[src/rtl/lsm_pkg.sv]
package lsm_pkg;

  typedef enum logic [0:0] {ST_IDLE, ST_RUN} lsm_state_e;

  typedef struct packed {
    logic [4:0] rt;
    logic [4:0] rs;
    logic       store;
    logic       unal;
    logic [3:0] cnt;
    logic [8:0] off;
  } lsm_fields_t;

  // Word count: field value zero stands for eight words.
  function automatic logic [3:0] lsm_count(input logic [2:0] f);
    return (f == 3'd0) ? 4'd8 : {1'b0, f};
  endfunction

  // Register for word k: wraps in 5 bits, the upper-bank bit stays set.
  function automatic logic [4:0] lsm_reg_at(input logic [4:0] rt, input logic [3:0] k);
    logic [4:0] sum;
    sum = rt + {1'b0, k};
    return sum | (rt & 5'h10);
  endfunction

endpackage

[src/rtl/lsm_decode.sv]
module lsm_decode
  import lsm_pkg::*;
#(
  parameter logic [2:0] UA_MINOR = 3'd5
) (
  input  logic [25:0]  instr,
  output lsm_fields_t  fld
);
  always_comb begin
    fld.rt    = instr[25:21];
    fld.rs    = instr[20:16];
    fld.off   = {instr[15], instr[7:0]};
    fld.cnt   = lsm_count(instr[14:12]);
    fld.store = instr[11];
    fld.unal  = (instr[10:8] == UA_MINOR);
  end
endmodule

[src/rtl/lsm_agen.sv]
module lsm_agen
  import lsm_pkg::*;
#(
  parameter int XLEN = 32
) (
  input  logic [XLEN-1:0] ea_base,
  input  logic [4:0]      rt,
  input  logic [3:0]      k,
  output logic [XLEN-1:0] addr,
  output logic [4:0]      regnum
);
  function automatic logic [XLEN-1:0] word_addr(input logic [XLEN-1:0] b, input logic [3:0] idx);
    return b + XLEN'({idx, 2'b00});
  endfunction

  assign addr   = word_addr(ea_base, k);
  assign regnum = lsm_reg_at(rt, k);
endmodule

[src/rtl/lsm_seq.sv]
module lsm_seq
  import lsm_pkg::*;
#(
  parameter int         XLEN     = 32,
  parameter logic [2:0] UA_MINOR = 3'd5
) (
  input  logic            clk,
  input  logic            rst_n,
  input  logic            start,
  input  logic [25:0]     instr,
  input  logic [XLEN-1:0] base_val,
  output logic            busy,
  output logic            mem_req,
  output logic            mem_we,
  output logic [XLEN-1:0] mem_addr,
  output logic [XLEN-1:0] mem_wdata,
  input  logic            mem_ready,
  input  logic [XLEN-1:0] mem_rdata,
  output logic [4:0]      rf_raddr,
  input  logic [XLEN-1:0] rf_rdata,
  output logic            rf_we,
  output logic [4:0]      rf_waddr,
  output logic [XLEN-1:0] rf_wdata,
  output logic            done,
  output logic            align_err,
  output logic            base_hazard
);
  localparam int OFF_W = 9;

  lsm_fields_t     dec;
  lsm_state_e      state_q;
  logic [3:0]      k_q, cnt_q;
  logic [4:0]      rt_q, rs_q;
  logic            store_q, done_q, aerr_q;
  logic [XLEN-1:0] ea_q, start_ea;
  logic [4:0]      cur_reg;
  logic            misaligned, xfer_fire, xfer_last;

  lsm_decode #(.UA_MINOR(UA_MINOR)) u_dec (.instr(instr), .fld(dec));

  lsm_agen #(.XLEN(XLEN)) u_agen (
    .ea_base(ea_q), .rt(rt_q), .k(k_q), .addr(mem_addr), .regnum(cur_reg)
  );

  assign start_ea   = base_val + {{(XLEN-OFF_W){dec.off[OFF_W-1]}}, dec.off};
  assign misaligned = !dec.unal && (start_ea[1:0] != 2'b00);

  assign busy      = (state_q == ST_RUN);
  assign mem_req   = busy;
  assign mem_we    = store_q;
  assign xfer_fire = mem_req && mem_ready;
  assign xfer_last = (k_q == cnt_q - 4'd1);

  assign rf_raddr  = (rt_q == 5'd0) ? 5'd0 : cur_reg;
  assign mem_wdata = (store_q && rf_raddr != 5'd0) ? rf_rdata : '0;

  assign rf_we    = xfer_fire && !store_q && (cur_reg != 5'd0);
  assign rf_waddr = cur_reg;
  assign rf_wdata = mem_rdata;

  assign base_hazard = mem_req && !store_q && (cur_reg == rs_q) && !xfer_last;
  assign done        = done_q;
  assign align_err   = aerr_q;

  always_ff @(posedge clk or negedge rst_n) begin
    if (!rst_n) begin
      state_q <= ST_IDLE;
      k_q     <= '0;
      cnt_q   <= 4'd1;
      rt_q    <= '0;
      rs_q    <= '0;
      store_q <= 1'b0;
      ea_q    <= '0;
      done_q  <= 1'b0;
      aerr_q  <= 1'b0;
    end else begin
      done_q <= 1'b0;
      aerr_q <= 1'b0;
      case (state_q)
        ST_IDLE: begin
          if (start) begin
            if (misaligned) begin
              aerr_q <= 1'b1;
            end else begin
              state_q <= ST_RUN;
              k_q     <= '0;
              cnt_q   <= dec.cnt;
              rt_q    <= dec.rt;
              rs_q    <= dec.rs;
              store_q <= dec.store;
              ea_q    <= start_ea;
            end
          end
        end
        ST_RUN: begin
          if (xfer_fire) begin
            if (xfer_last) begin
              state_q <= ST_IDLE;
              done_q  <= 1'b1;
            end else begin
              k_q <= k_q + 4'd1;
            end
          end
        end
        default: state_q <= ST_IDLE;
      endcase
    end
  end
endmodule

[config.mk]
export PLATFORM = sky130hd
export DESIGN_NAME = lsm_seq
export DESIGN_NICKNAME = d
export VERILOG_FILES = /design/src/rtl/lsm_pkg.sv /design/src/rtl/lsm_decode.sv /design/src/rtl/lsm_agen.sv /design/src/rtl/lsm_seq.sv
export SDC_FILE = /design/constraint.sdc
export NUM_CORES = 1
export LEC_CHECK = 0
export ABC_AREA = 1
export BUFFER_PORTS_ARGS = -buffer_cell sky130_fd_sc_hd__buf_2
export CORE_MARGIN = 2
export CORE_UTILIZATION = 46
export DETAILED_ROUTE_END_ITERATION = 16
export PLACE_DENSITY = 0.79
export SLEW_MARGIN = 10
export SYNTH_ARGS = -nofsm -noshare
export SYNTH_HDL_FRONTEND = slang
export SYNTH_SLANG_ARGS = --single-unit
export TNS_END_PERCENT = 100
[constraint.sdc]
create_clock -name clk -period 2.27 [get_ports clk]
set_clock_uncertainty 0.1 [all_clocks]
set_input_delay 0.454 -clock clk [delete_from_list [all_inputs] [get_ports clk]]
set_output_delay 0.454 -clock clk [all_outputs]
set_load 0.02 [all_outputs]
## Word-level counts from Yosys, hierarchy flattened

Index checks and enable logic that the tools add are counted.

| cells by class | value |
|---|---|
| $add $sub $neg | 5 |
| eq/ne operators | 7 |
| muxes and demuxes | 19 |
| bitwise logic cells | 3 |
| reductions and logical operators | 18 |

Operators with widths:

| kind | count |
|---|---|
| 32-bit adder | 1 |
| 32-bit by 6-bit adder with 32-bit output | 1 |
| 32-bit 2-to-1 mux | 1 |
| 4-bit 2-to-1 mux | 5 |
| 1-bit 2-to-1 mux | 10 |
| 5-bit nonzero test | 2 |
| 1-bit logical AND | 8 |
| 4-bit case mux with 2 select lines | 1 |
| 2-bit != test, second input constant | 3 |
| 5-bit by 4-bit adder with 5-bit output | 1 |
| 5-bit equality test | 1 |
| 5-bit zero test | 1 |
| 5-bit 2-to-1 mux | 1 |
| 5-bit bitwise OR | 1 |
| 4-bit by 1-bit adder with 4-bit output, second input constant | 1 |
| 4-bit equality test | 1 |
| 4-bit AND reduction | 1 |
| 4-bit by 1-bit subtractor with 4-bit output, second input constant | 1 |
| 3-bit equality test, second input constant | 1 |
| 1-bit zero test | 3 |
| 3-bit zero test | 1 |
| 3-bit AND reduction | 1 |
| 2-bit by 1-bit != test with 1-bit output, second input constant | 1 |
| 1-bit inverter | 2 |
| other kinds (2) | 2 |

| word-level totals | value |
|---|---|
| flip-flop bits (word level) | 54 |
| output and inout bits | 113 |
| logic and storage cells | 61 |

## Longest topological paths before layout

Gate-level depths: netlist (run 1).

| depth | value |
|---|---|
| depth in word-level cells | 6 |
| depth in mapped cells | 14 |

## Cells and area by module

From an unflattened synthesis (run 1), not the netlist that was laid out.

| second synthesis, totals | value |
|---|---|
| cell total of the unflattened synthesis | 1114 |
| area, all modules | 6581.3 um2 |

Modules (own cells, without submodules):

| module | times used | cells each | area each (um2) |
|---|---|---|---|
| lsm_seq | 1 | 855 | 5223.8 |
| lsm_agen | 1 | 230 | 1171.1 |
| lsm_decode | 1 | 29 | 186.4 |

## Least setup slack after synthesis (run 1)

No wires, ideal clock.

| path | value |
|---|---|
| path type | register -> output |
| from | register k_q[0] |
| to | output port mem_wdata[10] |
| arrival time | 2.372 ns |
| data required time | 1.716 ns |
| setup slack | -0.656 ns |
| stages on the path, launching flop included | 10 |
| path buffers | 1 |
| cells stage by stage | dfrtp_1 -> ha_1 -> inv_1 -> fa_1 -> xnor2_1 -> nor3_1 -> nand3_1 -> nand3_2 -> buf_4 -> nor2_1 |

| between the ends | value |
|---|---|
| cells in the longest elaborated chain, start to end | 6 |

Ends and longest elaborated chain:

| element | line | text |
|---|---|---|
| start: declaration | lsm_seq.sv:32 | `logic [3:0] k_q, cnt_q;` |
| start signal: assignment | lsm_seq.sv:101 | `k_q <= k_q + 4'd1;` |
| 5-bit by 4-bit adder with 5-bit output | lsm_pkg.sv:22 | `sum = rt + {1'b0, k};` |
| 5-bit bitwise OR | lsm_pkg.sv:23 | `return sum \| (rt & 5'h10);` |
| named net rf_waddr[2] | lsm_seq.sv:22 | `output logic [4:0] rf_waddr,` |
| 5-bit 2-to-1 mux | lsm_seq.sv:54 | `assign rf_raddr = (rt_q == 5'd0) ? 5'd0 : cur_reg;` |
| 5-bit nonzero test | lsm_seq.sv:55 | `assign mem_wdata = (store_q && rf_raddr != 5'd0) ? rf_rdata : '0;` |
| 1-bit logical AND | lsm_seq.sv:55 |  |
| 32-bit 2-to-1 mux | lsm_seq.sv:55 |  |
| end: declaration | lsm_seq.sv:16 | `output logic [XLEN-1:0] mem_wdata,` |

The timed path passes the listed nets, and every way through them passes these cells.

## Worst setup path in the final report (run 1)

| path | value |
|---|---|
| from | register k_q[1] |
| to | output port mem_wdata[0] |

| between the ends | value |
|---|---|
| cells in the longest elaborated chain, start to end | 6 |

Ends and longest elaborated chain:

| element | line |
|---|---|
| 5-bit by 4-bit adder with 5-bit output | lsm_pkg.sv:22 |
| 5-bit bitwise OR | lsm_pkg.sv:23 |
| 5-bit 2-to-1 mux | lsm_seq.sv:54 |
| 5-bit nonzero test | lsm_seq.sv:55 |
| 1-bit logical AND | lsm_seq.sv:55 |
| 32-bit 2-to-1 mux | lsm_seq.sv:55 |

No other way between the ends.

==> results.ini, run 1 <==
[outcome]
status = finished, violations left
violations = negative setup slack

[clock_tree]
clockRootBuffer = clkbuf_16
cts_tree = done
cts_buffer_depth = 2
numCtsBuffers = 5
insertion_delay_ps = 290
clk_pin_slew_ps = 70
cts_sinks = 54
h-tree-depth = 2

[global_routing]
grt_overflow_total = 0
grt_pass1_wl_um = 30500
grt_use_total_pct = 26.4
grt_max_degree = 58
antenna_found_initial = 1
grt_pass1_vias = 6612

[power]
p_clk_share_pct = 7.3
p_switching_mw = 5.25
power_per_cell_area_nw_per_um2 = 1180
p_leak_nw = 5.13
switching_share_pct = 48.8
peakVddDrop_mv = 0.550
p_comb_share_pct = 74.6
power_frac_seq_pct = 18.1
intPower_mw = 5.50

[worst_setup_path]
setup.worst_path.class = reg -> out
cp.required_ps = 1720
path_max_fanout = 5
crit_path_end_kind = output port
startpoint_type = flop
critPathArrivalTime_ps = 2460

[timing]
slew_viol_final = 0
worstMarginPinSlew_ps = 472
rsz0062_at_grt = yes
relSlewSlack_pct = 68.5
setup_viol_count_final = 69
finalHoldWorstSlack_ps = 3.89
fin_ws_ps = -741
hold_viol = 0
max_freq_mhz = 332
timing.final.crit_share_pct = 133
fin_crit_ps = 3010

[placed_design]
pre_cts_ws_ps = -350
io_buffers = 174
gp_congestion = 0.912
dpl.hpwl_um = 15000

[floorplanning]
io_pins = 239
start_util_pct = 46.6
die_area_um2 = 14200
num_rows = 42
core_area_um2 = 13100
die_w_um = 119
die_h_um = 119

[cells_and_area]
layout-drive-gt1-share_pct = 32.4
final_util_pct = 69.5
nets = 1405
area_growth_pct = 49.1

[logic_synthesis]
synth.distinct_cells = 37
yosys_most_used_dff = dfrtp_1
synth-seq-area-share_pct = 22.1
synth_top_cell_by_area = nand2_1
synth_common_cells = nand2_1 (354), inv_1 (205), nor2_1 (93)
synth-seq-cells = 54
avgSynthCellArea_um2 = 6.02
synth_edf_count = 0
synth_area_leaders = nand2_1 (22%), dfrtp_1 (22%), inv_1 (13%)
ys.warnings.count = 0
synth.most_common_cell = nand2_1
synth_top_area_share_pct = 21.7
syn_inst = 1016
async_flop_share_pct = 100
synth_fp_nets = 1186
syn_area_um2 = 6120

[route]
drt-vias-per-instance = 4.92
ant_nets = 0
maxUsedRoutingLayer = met4
vias = 6953
routed_wl_um = 20300
dr_wl_met2_um = 10200
met1_length_um = 7710
met3_length_um = 1220
remaining_drc_errors = 0
first_iter_violations = 330
post_drt_wl_per_cell_um = 14.3
first_pass_iters = 5

[flow_run]
max_cap_violations = 0

[hold_path]
min_path_type = in -> async

## final timing paths
kind / slack, ps / cells after the start / startpoint / to
worst max-delay path: -740 / 11 / k_q[1] / mem_wdata[0]
worst min-delay path: 4 / 1 / rst_n / rt_q[2]
worst max register to register: 340 / 10 / cnt_q[0] / k_q[3]
worst min register to register: 380 / 2 / ea_q[0] / ea_q[0]
max in group asynchronous: 1460 / 2 / rst_n / cnt_q[0]
min in group clk: 260 / 3 / instr[24] / rt_q[3]
## through the flow
stage	area (um^2)	total power, mW	setup TNS [ps]	instances
global route	9130	11.3	-41350	1413
finish	9130	10.7	-37400	1413
CTS	8600	9.52	-30820	1402
detailed placement	8010	7.87	-16960	1387
global placement	8010	7.75	-13290	1387
floorplan	6720	5.96	-11860	1016
## cell type report
cell class	count	area, um^2
well taps	176	220
inverters	207	785
clock inverters	2	16.3
multi-input cells	709	4540
diodes	1	2.50
repair buffers	258	2070
clock buffers	6	139
fillers	1038	4010
flip-flops and latches	54	1360
## logic make-up (layout without fill, tap and decap cells)
group                    after synthesis  count (layout)  synth area share (%)
adder cells (fa/ha/maj)               44              44                  9.36
AO/OA/AOI/OAI                         59              59                  5.52
buffers and inverters                254             473                  18.0
AND/OR/NAND/NOR                      551             552                  37.2
flip-flops                            54              54                  22.1
other                                  0               1                     0
XOR/XNOR                              54              54                  7.85
## power by group through the flow
| stage | logic (mW) | clock network, mW | registers (mW) |
|---|---|---|---|
| finish | 8.01 | 0.786 | 1.94 |
| global route | 8.50 | 0.838 | 1.98 |
| floorplan | 4.10 | 0 | 1.85 |
| detailed placement | 6.03 | 0 | 1.84 |
| CTS | 6.87 | 0.798 | 1.85 |
| global placement | 5.92 | 0 | 1.83 |
## cell usage in the layout, fill, tap and decap left out, types with 2 or more instances in the layout
cell type,count
a21oi_1,21
a21oi_2,2
buf_12,5
buf_2,107
buf_4,68
buf_6,73
clkbuf_16,7
dfrtp_1,50
dfrtp_2,3
fa_2,2
ha_1,34
ha_4,7
inv_1,194
inv_2,11
inv_6,2
nand2_1,341
nand2_2,13
nand2_4,2
nand3_1,55
nand3_2,7
nand3_4,5
nand3b_1,4
nand4_1,9
nor2_1,57
nor2_2,2
nor2_4,37
nor3_1,9
nor3_4,5
nor4_1,2
o21ai_0,26
o21bai_1,3
xnor2_1,19
xnor2_2,5
xnor2_4,3
xor2_1,8
xor2_2,14
xor2_4,5
## registers in the layout, summed over array words and instances, names as in the netlist, 4 cells and up
signal	flops
cnt_q	4
k_q	4
rt_q	5
rs_q	5
ea_q	32
## repair_timing
item,4_1_cts,5_1_grt
hold buffers,0,0
cloned,1,3
pin swaps,19,25
gates resized for setup,108,103
setup buffers,7,14
endpoints found under the setup margin,71,74
## metal layers
metal | GRT usage, % | vias up
met5 | 0 | -
met4 | 10.1 | 0
met3 | 3.88 | 79
met2 | 48.7 | 285
met1 | 30.6 | 3133
li1 | - | 3456
## critical path, cell delays in order, from the launching register on
cell     delay [ps]
dfrtp_2         470
inv_2           100
fa_2            420
nor2_2          130
o21ai_2          90
nand2_2         120
nor3_4           60
nand3_4         120
nand3_4         130
buf_4           210
nor2_1          110
buf_2           190
Power figures use the tool's default switching activity.
==> run 2: changes to the inputs <==
--- a/config.mk
+++ b/config.mk
@@ -10,7 +10,7 @@
 export CORE_MARGIN = 2
 export CORE_UTILIZATION = 46
 export DETAILED_ROUTE_END_ITERATION = 16
-export PLACE_DENSITY = 0.79
+export PLACE_DENSITY = 0.76
 export SLEW_MARGIN = 10
 export SYNTH_ARGS = -nofsm -noshare
 export SYNTH_HDL_FRONTEND = slang
==> constraint.sdc (replaced) <==
create_clock -name clk -period 3.4 [get_ports clk]
set_clock_uncertainty 0.1 [all_clocks]
set_input_delay 0.68 -clock clk [delete_from_list [all_inputs] [get_ports clk]]
set_output_delay 0.68 -clock clk [all_outputs]
set_load 0.02 [all_outputs]
==> results.ini, run 2 (same netlist as run 1, synthesis figures left out) <==
[worst_setup_path]
startpoint_type = flop
setup.worst_path.class = reg -> out
cp_top_family = simple AND/OR/NAND/NOR gates
cp_slowest_cell = dfrtp_2
cp.required_ps = 2620
crit_path_end_kind = output port
critPathArrivalTime_ps = 2470
timing.critical_path.buf_inv = 2
worstPathCellList = ha_1, inv_1, fa_2, o21ai_4, nand4_4, nor2_4, nand2_2, nor2_2, xor2_1, buf_2
path_max_fanout = 7
slowest_delay_ps = 440

[floorplanning]
die_h_um = 119
start_util_pct = 46.6
core_area_um2 = 13100
io_pins = 239
die_area_um2 = 14200
die_w_um = 119
num_rows = 42

[timing]
relSlewSlack_pct = 51.3
fin_crit_ps = 3250
slew_viol_final = 0
rsz0062_at_grt = no
fin_tns_setup_ps = 0
timing.final.crit_share_pct = 95.5
hold_viol = 0
worstMarginPinSlew_ps = 723
setup_viol_count_final = 0
finalHoldWorstSlack_ps = 387
max_freq_mhz = 308

[power]
peakVddDrop_mv = 0.320
p_comb_share_pct = 62.9
power_frac_seq_pct = 25.4
intPower_mw = 2.40
power_per_cell_area_nw_per_um2 = 700
switching_share_pct = 52.1
p_switching_mw = 2.61
p_leak_nw = 4.44
p_clk_share_pct = 11.8

[route]
first_pass_iters = 5
routed_wl_um = 17100
post_drt_wl_per_cell_um = 12.8
remaining_drc_errors = 0
vias = 6313
drt-vias-per-instance = 4.74
ant_nets = 0
first_iter_violations = 255

[clock_tree]
cts_tree = done
clk_pin_slew_ps = 70
numCtsBuffers = 5
cts_sinks = 54
cts_buffer_depth = 2
hold_buffers = 0
clockRootBuffer = clkbuf_16
insertion_delay_ps = 290
h-tree-depth = 2

[cells_and_area]
nFillCells = 1353
reg_top3 = ea_q: 32 flops, rs_q: 5 flops, rt_q: 5 flops
layout-drive-gt1-share_pct = 18.1
regMostFlops = ea_q
largest_reg_flops = 32
seqCellArea_um2 = 1360
nets = 1326
multiInputGateArea_um2 = 3690
final_cell_mix = nand2_1 (354), inv_1 (205), buf_2 (174)
layout_commonest_cell = nand2_1
area_growth_pct = 16.8

[global_routing]
grt_pass1_vias = 5903
grt_max_degree = 58
grt_overflow_total = 0
grt_pass1_wl_um = 27600
antenna_found_initial = 1
grt_use_total_pct = 24.1

[outcome]
status = finished, final reports clean

[placed_design]
dpl.hpwl_um = 14200
gp_congestion = 0.965
io_buffers = 174

[hold_path]
min_path_type = reg -> reg

[flow_run]
max_cap_violations = 0

[run 2: cell types whose count changed in the layout (fill, tap and decap cells not counted), sizes merged]
cell      delta
clkbuf       -3
bufinv       +1
inv          -1
buf         -75
nand3        -1
clkinvlp     -1
[run 2: final timing paths]
kind	from	endpoint	slack [ps]	depth (start not counted)
max	k_q[0]	mem_addr[24]	150	10
min	ea_q[0]	ea_q[0]	390	2
max reg2reg	cnt_q[0]	k_q[0]	1400	10
min reg2reg	ea_q[0]	ea_q[0]	390	2
max in group asynchronous	rst_n	k_q[1]	2310	2
min in group asynchronous	rst_n	ea_q[0]	400	2
[run 2: per-stage QoR]
| stage | instances | setup slack [ps] | instance area [um^2] | utilization (%) | power, mW |
|---|---|---|---|---|---|
| 2_1_floorplan | 1016 | 248 | 6120 | - | 3.41 |
| 3_3_place_gp | 1324 | 375 | 6940 | 52.8 | 4.31 |
| 3_5_place_dp | 1324 | 332 | 6940 | 52.8 | 4.36 |
| 4_1_cts | 1331 | 19.2 | 7110 | 54.1 | 4.97 |
| 5_1_grt | 1333 | 1.51 | 7150 | 54.4 | 5.38 |
| 6_report | 1333 | 153 | 7150 | 54.4 | 5.01 |
[run 2: tightest hold or removal path: cells and delay by family (launching register included)]
family           cells  cell delay (ps)
DFF                  1              350
and+or+nand+nor      2              110
[run 2: final cells by class]
cell class	count	area share (%)
sequential	54	19.0
multi-input combinational	708	51.6
clock inverter	1	0.420
inverter	207	10.9
antenna	1	0.0350
timing repair buffer	180	13.1
tap	176	3.08
clock buffer	6	1.94
[run 2: per-layer routing]
layer,wire length (um),share of wire (%),global-route usage [%],vias to the layer above
met1,7360,43,28.8,2751
met2,7840,46,41.4,209
li1,-,-,-,3312
met5,0,0,0,-
met4,779,4.6,12.1,0
met3,1070,6.3,4.21,41
[run 2: power by group through the flow]
stage	Clock, mW	Combinational [mW]	Sequential [mW]
after global routing	0.626	3.45	1.30
final	0.590	3.15	1.27
after global placement	0	3.06	1.25
after floorplan	0	2.22	1.19
after CTS	0.599	3.11	1.25
after detailed placement	0	3.10	1.26
[run 2: what timing repair did]
item,CTS,global route
buffers inserted,0,1
pin swaps,0,2
resized for setup,1,8
endpoints found under the setup margin,5,47
gates cloned,0,0
